### src/rtl/serial_byte_rx.sv
module serial_byte_rx #(
  parameter int DATA_W = 8
) (
  input  logic              clk,
  input  logic              rst,
  input  logic              sin,
  output logic [DATA_W-1:0] rx_byte,
  output logic              rx_valid,
  output logic              rx_err
);
  localparam int CNT_W = (DATA_W > 1) ? $clog2(DATA_W) : 1;

  typedef enum logic [1:0] {S_IDLE, S_DATA, S_PAR, S_STOP} st_t;

  st_t              st;
  logic [CNT_W-1:0] idx;
  logic [DATA_W-1:0] shreg;
  logic             odd;
  logic             par_bad;

  wire last_bit = (idx == CNT_W'(DATA_W - 1));

  always_ff @(posedge clk) begin
    if (rst) begin
      st       <= S_IDLE;
      idx      <= '0;
      shreg    <= '0;
      odd      <= 1'b0;
      par_bad  <= 1'b0;
      rx_byte  <= '0;
      rx_valid <= 1'b0;
      rx_err   <= 1'b0;
    end else begin
      rx_valid <= 1'b0;
      rx_err   <= 1'b0;
      unique case (st)
        S_IDLE: if (!sin) begin
          st  <= S_DATA;
          idx <= '0;
          odd <= 1'b0;
        end
        S_DATA: begin
          shreg <= {sin, shreg[DATA_W-1:1]};
          odd   <= odd ^ sin;
          idx   <= idx + 1'b1;
          if (last_bit) st <= S_PAR;
        end
        S_PAR: begin
          par_bad <= odd ^ sin;
          st      <= S_STOP;
        end
        S_STOP: begin
          rx_byte  <= shreg;
          rx_valid <= ~par_bad & sin;
          rx_err   <= par_bad | ~sin;
          st       <= S_IDLE;
        end
        default: st <= S_IDLE;
      endcase
    end
  end

  p_reset_idle_r10: assert property (@(posedge clk)
    rst |=> (st == S_IDLE && !rx_valid && !rx_err && rx_byte == '0));

  p_line_high_r1: assert property (@(posedge clk) disable iff (rst)
    (st == S_IDLE && sin) |=> (st == S_IDLE));

  p_quiet_r3: assert property (@(posedge clk) disable iff (rst)
    (st == S_DATA || st == S_PAR) |-> (!rx_valid && !rx_err));

  p_strobe_r4: assert property (@(posedge clk) disable iff (rst)
    (st == S_STOP) |=> (st == S_IDLE && (rx_valid || rx_err)));

  p_excl_r7: assert property (@(posedge clk) disable iff (rst)
    !(rx_valid && rx_err));

  p_valid_pulse_r8: assert property (@(posedge clk) disable iff (rst)
    rx_valid |=> !rx_valid);

  p_err_pulse_r8: assert property (@(posedge clk) disable iff (rst)
    rx_err |=> !rx_err);

  p_hold_r9: assert property (@(posedge clk) disable iff (rst)
    (st != S_STOP) |=> $stable(rx_byte));

endmodule

### config.mk
export PLATFORM = sky130hd
export DESIGN_NAME = serial_byte_rx
export DESIGN_NICKNAME = d
export VERILOG_FILES = /design/src/rtl/serial_byte_rx.sv
export SDC_FILE = /design/constraint.sdc
export NUM_CORES = 1
export LEC_CHECK = 0
export BUFFER_PORTS_ARGS = -buffer_cell sky130_fd_sc_hd__buf_2
export CORE_MARGIN = 4
export CORE_UTILIZATION = 36
export CTS_CLUSTER_DIAMETER = 80
export DETAILED_ROUTE_END_ITERATION = 8
export GPL_ROUTABILITY_DRIVEN = 0
export GPL_TIMING_DRIVEN = 0
export PLACE_DENSITY = 0.67
export SYNTH_ARGS = -nofsm -noshare
export SYNTH_HDL_FRONTEND = slang
export SYNTH_SLANG_ARGS = --single-unit
### constraint.sdc
create_clock -name clk -period 1.45 [get_ports clk]
set_clock_uncertainty 0.1 [all_clocks]
set_input_delay 0.0725 -clock clk [delete_from_list [all_inputs] [get_ports clk]]
set_output_delay 0.0725 -clock clk [all_outputs]
set_load 0.05 [all_outputs]
==> results of run 1 <==
power by group:
part | internal [mW] | total [mW] | switching, mW
combinational | 0.302 | 0.682 | 0.381
clock | 0.105 | 0.312 | 0.207
sequential | 0.767 | 0.835 | 0.0674
worst paths after layout:
path	from	end	slack, ns
worst max-delay path	st[1]	odd	0.05
worst min register to register	idx[1]	idx[1]	0.41
worst min-delay path	rst	par_bad	0.05
worst max register to register	st[1]	odd	0.05
layout make-up:
type                       count  area, µm²
clock inverter                 1       7.51
sequential                    25        508
buffer                         6       35.0
multi-input combinational     69        528
timing repair buffer          13       75.1
inverter                       4       20.0
clock buffer                   3       22.5
fill                         275       1520
tap                           31       38.8
critical path, stage by stage (launching register included):
cell and delay [ns]:
dfxtp_4 0.40, inv_4 0.05, ha_4 0.16, inv_1 0.08
o21ai_0 0.13, a2111oi_4 0.39
metal layers:
| layer | GRT usage (%) | share of wire, % | vias to the layer above |
|---|---|---|---|
| li1 | - | - | 386 |
| met1 | 12.7 | 42 | 352 |
| met2 | 21.1 | 53 | 10 |
| met3 | 2.27 | 2.9 | 5 |
| met4 | 6.36 | 2.4 | 0 |
| met5 | 0 | 0 | - |
through the flow:
| step | hold WS, ns | TNS, ns | util [%] | cells | setup slack, ns |
|---|---|---|---|---|---|
| after floorplan | 0.226 | 0 | - | 104 | 0.0381 |
| final | 0.0457 | 0 | 44.8 | 152 | 0.0510 |
| after global placement | 0.247 | -0.0299 | 41.0 | 145 | -0.0299 |
| after detailed placement | 0.254 | -0.177 | 41.0 | 145 | -0.0912 |
| after CTS | 0.0187 | 0 | 44.0 | 150 | 0.0242 |
| after global routing | 0.0817 | -0.0106 | 44.8 | 152 | -0.0106 |
layout by cell type, fill, tap and decap left out, types with 2 or more instances in the layout:
cell      netlist  final
dfxtp_4         0      2
clkbuf_1        3      3
clkbuf_4        0      3
nand3_1         3      3
buf_2           1     11
o21ai_0         4      4
a21oi_1         6      6
mux2i_1        16     16
dfxtp_1        25     23
buf_4           1      3
nor2b_1         2      2
inv_4           0      2
ha_1            7      5
nor2_1         18     18
ha_4            0      2
cells by family after synthesis:
family | share of synthesized area (%)
adder cells (fa/ha/maj) | 8.41
AO/OA/AOI/OAI | 7.45
XOR/XNOR | 0.841
buffers and inverters | 4.81
AND/OR/NAND/NOR | 15.0
flip-flops | 48.1
multiplexers | 15.4
what timing repair did:
item | 4_1_cts | 5_1_grt
endpoints found under the hold margin | 3 | 0
gates cloned | 0 | 0
pin swaps | 1 | 2
endpoints found under the setup margin | 6 | 4
hold buffers | 1 | 0
gates resized for setup | 10 | 3
buffers inserted | 0 | 2
cells in the mapped netlist (all sizes together):
master / number / share of area, %
a2111oi: 1 / 1.4
a211oi: 1 / 0.72
a21oi: 6 / 2.9
and2: 1 / 0.84
and3b: 1 / 0.84
and4: 1 / 0.84
buf: 3 / 2.3
clkbuf: 3 / 1.1
dfxtp: 25 / 48
ha: 7 / 8.4
inv: 4 / 1.4
mux2i: 16 / 15
nand2: 1 / 0.36
nand2b: 1 / 0.60
nand3: 3 / 1.4
nor2: 18 / 6.5
nor2b: 2 / 1.2
nor3: 1 / 0.48
nor3b: 1 / 0.72
nor4: 1 / 0.60
o21ai: 5 / 2.4
or3: 1 / 0.60
xnor2: 1 / 0.84
sequential cells by signal (all words and copies together) (netlist names):
register  count
rx_byte       8
par_bad       1
odd           1
rx_valid      1
st            2
shreg         8
rx_err        1
idx           3
==> out/summary.md, run 1 <==
For this block, the via count after detailed routing is 753. The tools report the count of warnings emitted by yosys as 0. In this run the deepest clock path goes through 2 buffers. For the final-report max-slew violation count, the log shows 0. Along the worst hold path, the cell count comes to 2. The post-route fraction of the period consumed by the critical path was 96.5%; the number of nets with antenna violations after routing was 0. STA classifies the critical path startpoint as a register.

Row generation in the floorplan step produced 19 rows. The highest clock frequency the design can meet was 715 MHz. The tightest min-delay check is of the in -> reg type.

Counting flops and latches in the post-synthesis netlist gives 25. For the pin with the worst max-slew slack, the measured transition is 0.429 ns. STA classifies the critical path endpoint as a register.

The count of cells along the worst register-to-register path came out at 5. The flow ran to the end, and the final reports show no timing, DRC or antenna violations. At the later pin of the worst-skew pair, clock insertion delay measures 0.32 ns. The worst path in the final design needs a cycle of 1.40 ns, including I/O delays and setup. The tool flagged a number of max-cap violations equal to 0. The root buffer cell chosen for the clock tree is clkbuf_4.

The number of buffers inserted by port buffering is 10, and the worst slew slack as a fraction of its limit is 71.4%. The die extent in y came out at 61.8 µm. The HPWL after detailed placement is 1.39 mm. The chip width was 61.8 µm; the placement-stage cell area was 1130 µm².

TritonCTS built the clock tree. The analysis attributes to cell leakage a power of 0.498 nW. Setup violations remaining at the end of the flow were counted as 0. For the total die area, the log shows 3820 µm². Entering global routing, the biggest net connects 16 pins.

The H-tree depth was 1; the placeable core region was 2760 µm². The number of antenna violations at the first check in global routing came out at 0. The pre-antenna-repair detailed-routing pass consisted of 4 iterations. The total detailed-routing wirelength was 1.94 mm; the count of inserted antenna diode cells was 0.

Summing every instance area after synthesis gives 1040 µm². In the final routed layout, each cell accounts on average for 12.8 µm. The run gives 0 as the hold violation count in the final report. The post-synth net total is 114, and the mean number of vias per cell is 4.95.

The run gives 104 as the number of instances in the synthesized netlist. The run gives 1.83 mW as the total power of the final layout. In the final layout, the share of cells above drive strength 1 is 23.1%. The number of top-level design ports is 13, and the largest voltage drop on the vdd net is 666 µV. After the last flow step, the layout net total stands at 132.

The area added between synthesis and finish is 18.6%. The number of clock buffers inserted by TritonCTS was 3; the effective utilization at floorplan was 37.7%. After synthesis, the netlist uses 27 different library cells. The via count of the first global-routing pass was 744; the sum of overflow across all layers after global routing was 0.

Clock-pin slew was measured on the worst setup and hold paths at 0.13 ns. STA puts the critical path data arrival time at 1.52 ns. In this run the mean area of a mapped cell was 10.0 µm². The total global routing track utilization was 11.7%. The first-pass GRT wire length was 3.17 mm; the initial detailed-routing violation count was 10. The logs give 48.1% for the share of the yosys chip area belonging to registers and 25 for the total clock sinks. At the worst endpoint, the required time is 1.58 ns. The critical path is of the reg -> reg type. The final design instance area without fill was 1230 µm²; the top fanout value on the critical path was 4. The power per unit of standard cell area works out to 1480 nW/µm². In the routed design, unresolved DRC markers number 0.
No activity file was read; power rests on OpenSTA's default activity.
==> inputs of run 2 (changes only) <==
--- a/config.mk
+++ b/config.mk
@@ -7,12 +7,12 @@
 export LEC_CHECK = 0
 export BUFFER_PORTS_ARGS = -buffer_cell sky130_fd_sc_hd__buf_2
 export CORE_MARGIN = 4
-export CORE_UTILIZATION = 36
+export CORE_UTILIZATION = 30
 export CTS_CLUSTER_DIAMETER = 80
 export DETAILED_ROUTE_END_ITERATION = 8
 export GPL_ROUTABILITY_DRIVEN = 0
 export GPL_TIMING_DRIVEN = 0
-export PLACE_DENSITY = 0.67
+export PLACE_DENSITY = 0.59
 export SYNTH_ARGS = -nofsm -noshare
 export SYNTH_HDL_FRONTEND = slang
 export SYNTH_SLANG_ARGS = --single-unit
==> out/summary.md, run 2 (synthesis results as in run 1) <==
The total power of the final layout came out at 1.82 mW (-0.35%). The clock root buffer is clkbuf_4. Final routed wire length divided by cell count: 11.7 µm (-8.6%). Total clock sinks: 25 (unchanged). Clock latency on the worst-skew pair: 0.33 ns (about the same). TritonCTS built the clock tree. The count of nets after finishing is 133 (+0.76%). Setup repair after global routing left no endpoint under its margin. The tools report the first-pass GRT wire length as 3.24 mm (+2.4%). The highest clock frequency the design can meet was 720 MHz (+0.66%). The run gives 1.53 ns (about the same) as the data arrival time of the critical path. H-tree depth: 1 (unchanged). For the largest voltage drop on the vdd net, the log shows 468 µV (-30%). The total of fill cells in the finished design was 354 (+29%). The most common cell after layout, fill and taps aside is dfxtp_1. In the final layout, the registers with the most flip-flops are rx_byte x8, shreg x8, idx x3.

The number of clock buffers inserted by TritonCTS is 3 (unchanged). The startpoint of the lowest-slack hold path was idx[1]. The count of cells along the worst register-to-register path was 5 (unchanged); the final-report max-slew violation count was 0 (unchanged). The final number of setup-violating endpoints is 0 (unchanged), and the clock input transition at the sequential cells of the worst setup and hold paths is 0.14 ns (about the same).

The number of buffers inserted by port buffering came out at 10 (unchanged). STA classifies the critical path endpoint as a register. The worst slew slack as a fraction of its limit came out at 68.7% (-2.7 points). Relative to the synthesized area, the layout overhead comes to 20.1%. The via count of the first global-routing pass was 744 (unchanged).

The largest net degree at the start of global routing was 16 (unchanged); the effective utilization at floorplan was 31.2% (-6.6 points). The chip width was 66.9 µm (+8.3%); the worst path required time was 1.59 ns (about the same). The cell leakage power is 0.500 nW (+0.56%), and the placeable core region is 3340 µm² (+21%). The fraction of layout cells with a size suffix above 1 was 23.0% (-0.19 points); the total detailed-routing wirelength was 1.96 mm (+1.0%).

Die extent in y: 66.9 µm (+8.3%). The top cell types in the final layout, fill and taps aside, are dfxtp_1 (23), nor2_1 (18), mux2i_1 (16). For the hold violation count in the final report, the log shows 0 (unchanged). For the initial detailed-routing violation count, the log shows 8 (-2).

The floorplan row count is 21 (+2). In this run the critical register-to-register path is captured at odd. The run gives 15.0% (-6.1 points) as the met2 usage. The run gives 0 (unchanged) as the max-cap check violation count.

The mean number of vias per cell came out at 4.53 (-8.6%). For the total global routing track utilization, the log shows 9.86% (-1.8 points). The worst setup path is launched from a register.

The met1 capacity usage during global routing was 11.8% (-0.92 points). The count of inserted antenna diode cells is 0 (unchanged), and the slew at the pin closest to its max-slew limit is 0.470 ns (+0.0406 ns). Top fanout value on the critical path: 4 (unchanged).

The met3 layer usage reported by global route is 2.87% (+0.59 points). The worst reg2reg path startpoint is st[0]. Number of nets with antenna violations after routing: 0 (unchanged). The worst min-delay path class was reg -> reg. In this run the most used layer during global routing was met2. The detailed-routing iteration count for the pre-antenna-repair pass was 3 (-1).

The critical path in this run is classified as reg -> reg. The critical path launch point was st[0]. The multi-input combinational cell area was 515 µm² (-2.4%); the sum of overflow across all layers after global routing was 0 (unchanged). The run gives 761 (+1.1%) as the total via count in the routed design. The flow ran to the end, and the final reports show no timing, DRC or antenna violations. Register area: 505 µm² (-0.49%).

The logs give 0 (unchanged) for the number of antenna violations at the first check in global routing and 13 (unchanged) for the number of top-level design ports. The slack of the critical path is 0.0602 ns (+0.00922 ns). The critical path ends at odd. For the worst setup slack for register-to-register paths, the log shows 0.06 ns (about the same).

Total DRC errors in the routed layout: 0 (unchanged). The power per unit of standard cell area is 1460 nW/µm² (-1.6%), and the post-route fraction of the period consumed by the critical path is 95.9% (-0.64 points). The final HPWL from detailed placement is 1.32 mm (-4.8%), and the final critical delay including setup and external delays is 1.39 ns (-0.00922 ns). The tools report the clock tree buffer depth as 2 (unchanged). Pre-CTS setup slack: -0.0740 ns (+0.0172 ns). Total die area: 4480 µm² (+17%).
-- run 2: changes by cell type in the layout (fill, tap and decap cells not counted), sizes merged --
cell         change
clkbuf           +1
dlygate4sd3      +1
buf              -1
-- run 2: timing repair --
| action | CTS | global route |
|---|---|---|
| setup endpoints to repair | 11 | 11 |
| endpoints found under the hold margin | 4 | 0 |
| gates resized for setup | 4 | 7 |
| setup buffers | 0 | 2 |
| hold buffers | 2 | 0 |
| pin swaps | 0 | 0 |
-- run 2: where the power goes --
group	switching [mW]	internal, mW
clock network	0.221	0.106
registers	0.0454	0.762
logic	0.378	0.311
-- run 2: cell type report --
class / count / share of cell area, %
repair buffers: 14 / 6.81
flip-flops and latches: 25 / 40.4
clock buffers: 3 / 1.80
multi-input cells: 69 / 41.2
plain buffers: 6 / 3.30
clock inverters: 1 / 0.601
inverters: 4 / 1.20
well taps: 46 / 4.60
-- run 2: critical path, cell delays in order, from the launching register on --
cell	delay, ns
dfxtp_4	0.38
inv_2	0.09
ha_4	0.16
inv_1	0.06
and4_1	0.20
a2111oi_2	0.31
-- run 2: metal layers --
| layer | vias to the layer above | part of all wire [%] | routed length, µm |
|---|---|---|---|
| li1 | 388 | - | - |
| met1 | 356 | 47 | 928 |
| met2 | 13 | 46 | 893 |
| met3 | 4 | 4.5 | 89 |
| met4 | 0 | 2.5 | 49 |
| met5 | - | 0 | 0 |
-- run 2: how the worst min path moves through the flow --
stage,end,slack (ns),cells after the start
2_1_floorplan,shreg[7],0.23,3
3_3_place_gp,shreg[7],0.26,3
3_5_place_dp,shreg[7],0.28,3
4_1_cts,idx[1],0.40,2
5_1_grt,rx_byte[7],0.43,2
6_report,idx[1],0.40,2
-- run 2: per-stage QoR --
step / util [%] / instance area, µm² / TNS [ns] / std cells / hold slack (ns)
global placement: 34.4 / 1150 / -0.0435 / 160 / 0.260
finish: 37.5 / 1250 / 0 / 168 / 0.401
floorplan: - / 1040 / 0 / 104 / 0.226
CTS: 36.1 / 1210 / -0.0220 / 166 / 0.402
global route: 37.5 / 1250 / 0 / 168 / 0.427
detailed placement: 34.4 / 1150 / -0.102 / 160 / 0.276
==> inputs of run 3 (changes only) <==
--- a/config.mk
+++ b/config.mk
@@ -6,13 +6,14 @@
 export NUM_CORES = 1
 export LEC_CHECK = 0
 export BUFFER_PORTS_ARGS = -buffer_cell sky130_fd_sc_hd__buf_2
-export CORE_MARGIN = 4
+export CORE_MARGIN = 2
 export CORE_UTILIZATION = 30
 export CTS_CLUSTER_DIAMETER = 80
 export DETAILED_ROUTE_END_ITERATION = 8
 export GPL_ROUTABILITY_DRIVEN = 0
 export GPL_TIMING_DRIVEN = 0
 export PLACE_DENSITY = 0.59
+export REMOVE_ABC_BUFFERS = 1
 export SYNTH_ARGS = -nofsm -noshare
 export SYNTH_HDL_FRONTEND = slang
 export SYNTH_SLANG_ARGS = --single-unit
==> out/summary.md, run 3 (synthesis results as in run 1) <==
The total DRC errors in the routed layout is 0 (unchanged), and the die extent in y is 62.9 µm (-6.0%). The power per unit of standard cell area came out at 1480 nW/µm² (+1.3%). The tools report the worst path required time as 1.62 ns (+0.03 ns). Most common cell after layout, fill and taps aside: dfxtp_1. The tools report the sum of met2 wire segment lengths after detailed routing as 762 µm (-15%). The number of antenna violations at the first check in global routing is 0 (unchanged), and the total global routing track utilization is 9.76% (-0.095 points). Total detailed-routing wirelength: 1.74 mm (-11%). The top fanout value on the critical path works out to 6 (+2). The hold violation count in the final report came out at 0 (unchanged). The logs give 877 µm (-5.5%) for the met1 wire length and 420 µV (-10%) for the largest voltage drop on the vdd net.

The final-report max-slew violation count came out at 0 (unchanged). The chip width works out to 62.9 µm (-6.0%). The logs give 58 µm (-35%) for the met3 routed wirelength and 3960 µm² (-12%) for the total die area.

The run gives 2 (unchanged) as the clock tree buffer depth. The depth of the worst hold-timing path is 3 (+1). The final critical delay including setup and external delays was 1.38 ns (-0.0132 ns). The slew at the pin closest to its max-slew limit is 0.455 ns (-0.0154 ns), and the placement-stage cell area is 1120 µm² (-2.2%). The library cells used most frequently in the layout, excluding fill and tap cells, are dfxtp_1 (23), nor2_1 (18), mux2i_1 (16). Signal routing reaches up to met4. The run gives 13 (unchanged) as the number of top-level design ports. The count of cells along the worst register-to-register path is 5 (unchanged), and the effective utilization at floorplan is 31.2% (unchanged). The data arrival time of the critical path came out at 1.54 ns (about the same). The tools report the number of nets with antenna violations after routing as 0 (unchanged). The post-route fraction of the period consumed by the critical path is 94.9% (-0.91 points), and the detailed-routing iteration count for the pre-antenna-repair pass is 4 (+1). The run gives 0 (unchanged) as the max-cap check violation count. Clock root buffer: clkbuf_4. The tightest min-delay check is of the in -> reg type. The number of clock buffers inserted by TritonCTS was 3 (unchanged); the cell leakage power was 0.484 nW (-3.3%). The run gives 359 (+1.4%) as the total of fill cells in the finished design. The mean number of vias per cell was 4.48 (-1.1%). The total clock sinks is 25 (unchanged). The floorplan row count was 21 (unchanged).

The worst setup path is launched from a register. The count of nets after finishing is 128 (-3.8%), and the H-tree depth is 1 (unchanged). The class of the most critical setup path was reg -> reg. The clock input transition at the sequential cells of the worst setup and hold paths is 0.14 ns (about the same), and the final routed wire length divided by cell count is 10.7 µm (-8.8%). The flow ran to the end, and the final reports show no timing, DRC or antenna violations. The highest clock frequency the design can meet was 726 MHz (+0.96%). The logs give 36.8% (-0.64 points) for the post-layout utilization of the core and 69.7% (+1.0 points) for the worst slew slack as a fraction of its limit.

The final HPWL from detailed placement is 1.16 mm (-12%), and the fraction of layout cells with a size suffix above 1 is 25.6% (+2.7 points). The clock latency on the worst-skew pair is 0.33 ns (about the same), and the worst hold slack after final layout is 0.00641 ns (-0.394 ns). The run gives 730 (-4.1%) as the total via count in the routed design. Kind of end point of the critical path: a register.

The area growth from synthesis to layout is 18.0%. In the final layout, the registers with the most flip-flops are rx_byte x8, shreg x8, idx x3. The final number of setup-violating endpoints is 0 (unchanged), and the number of hold buffers added after cts is 0 (-2).

For the via count of the first global-routing pass, the log shows 692 (-7.0%). The initial detailed-routing violation count was 26 (+18). The first-pass GRT wire length was 3.02 mm (-6.8%); the largest net degree at the start of global routing was 26 (+10).

TritonCTS built the clock tree. For the slack of the critical path, the log shows 0.0734 ns (+0.0132 ns). The placeable core region is 3340 µm² (unchanged), and the pre-CTS setup slack is -0.372 ns (-0.298 ns). The run gives 1230 µm² (-1.7%) as the final design instance area without fill. The total power of the final layout is 1.82 mW (-0.38%). The count of inserted antenna diode cells was 0 (unchanged); the number of buffers inserted by port buffering was 12 (+2).

Sum of overflow across all layers after global routing: 0 (unchanged).
[run 3: cell count changes in the layout (fill, tap and decap cells not counted), sizes merged]
cell,previous run,this run
clkbuf,7,3
dlygate4sd3,2,0
buf,14,15
[run 3: metrics by stage]
step	setup TNS, ns	std cells
final	0	163
after floorplan	-0.296	98
after detailed placement	-2.88	156
after CTS	0	163
after global placement	-2.31	156
after global routing	-0.00294	163
[run 3: path summary, 6_finish.rpt]
check             startpoint        to  slack, ns
setup / recovery       st[0]    idx[0]       0.07
hold reg to reg       idx[1]    idx[1]       0.39
hold / removal           sin  shreg[7]      0.006
setup reg to reg       st[0]    idx[0]       0.07
[run 3: layout make-up]
type | count | area, µm² | area share (%)
flip-flops and latches | 25 | 508 | 41.3
inverters | 4 | 17.5 | 1.43
repair buffers | 15 | 82.6 | 6.72
clock buffers | 3 | 22.5 | 1.83
clock inverters | 1 | 7.51 | 0.611
well taps | 46 | 57.6 | 4.68
multi-input cells | 69 | 533 | 43.4
[run 3: repair_timing]
item | 4_1_cts | 5_1_grt
buffers inserted | 3 | 0
pin swaps | 2 | 1
resized for setup | 10 | 5
setup endpoints to repair | 22 | 2
[run 3: worst max-delay path, stage by stage (launching register included)]
cell     delay, ns
dfxtp_4       0.40
inv_2         0.06
ha_4          0.16
and2_4        0.17
or3_1         0.30
a21oi_1       0.11
[run 3: metal layers]
metal,track usage (%),vias up
met2,14.9,14
met4,7.50,0
li1,-,378
met1,12.1,335
met5,0,-
met3,1.80,3
[run 3: power by group]
group / internal [mW] / switching (mW) / leakage, nW
Sequential: 0.767 / 0.0661 / 0.203
Combinational: 0.301 / 0.357 / 0.267
Clock: 0.106 / 0.218 / 0.0139
Total: 1.17 / 0.641 / 0.484
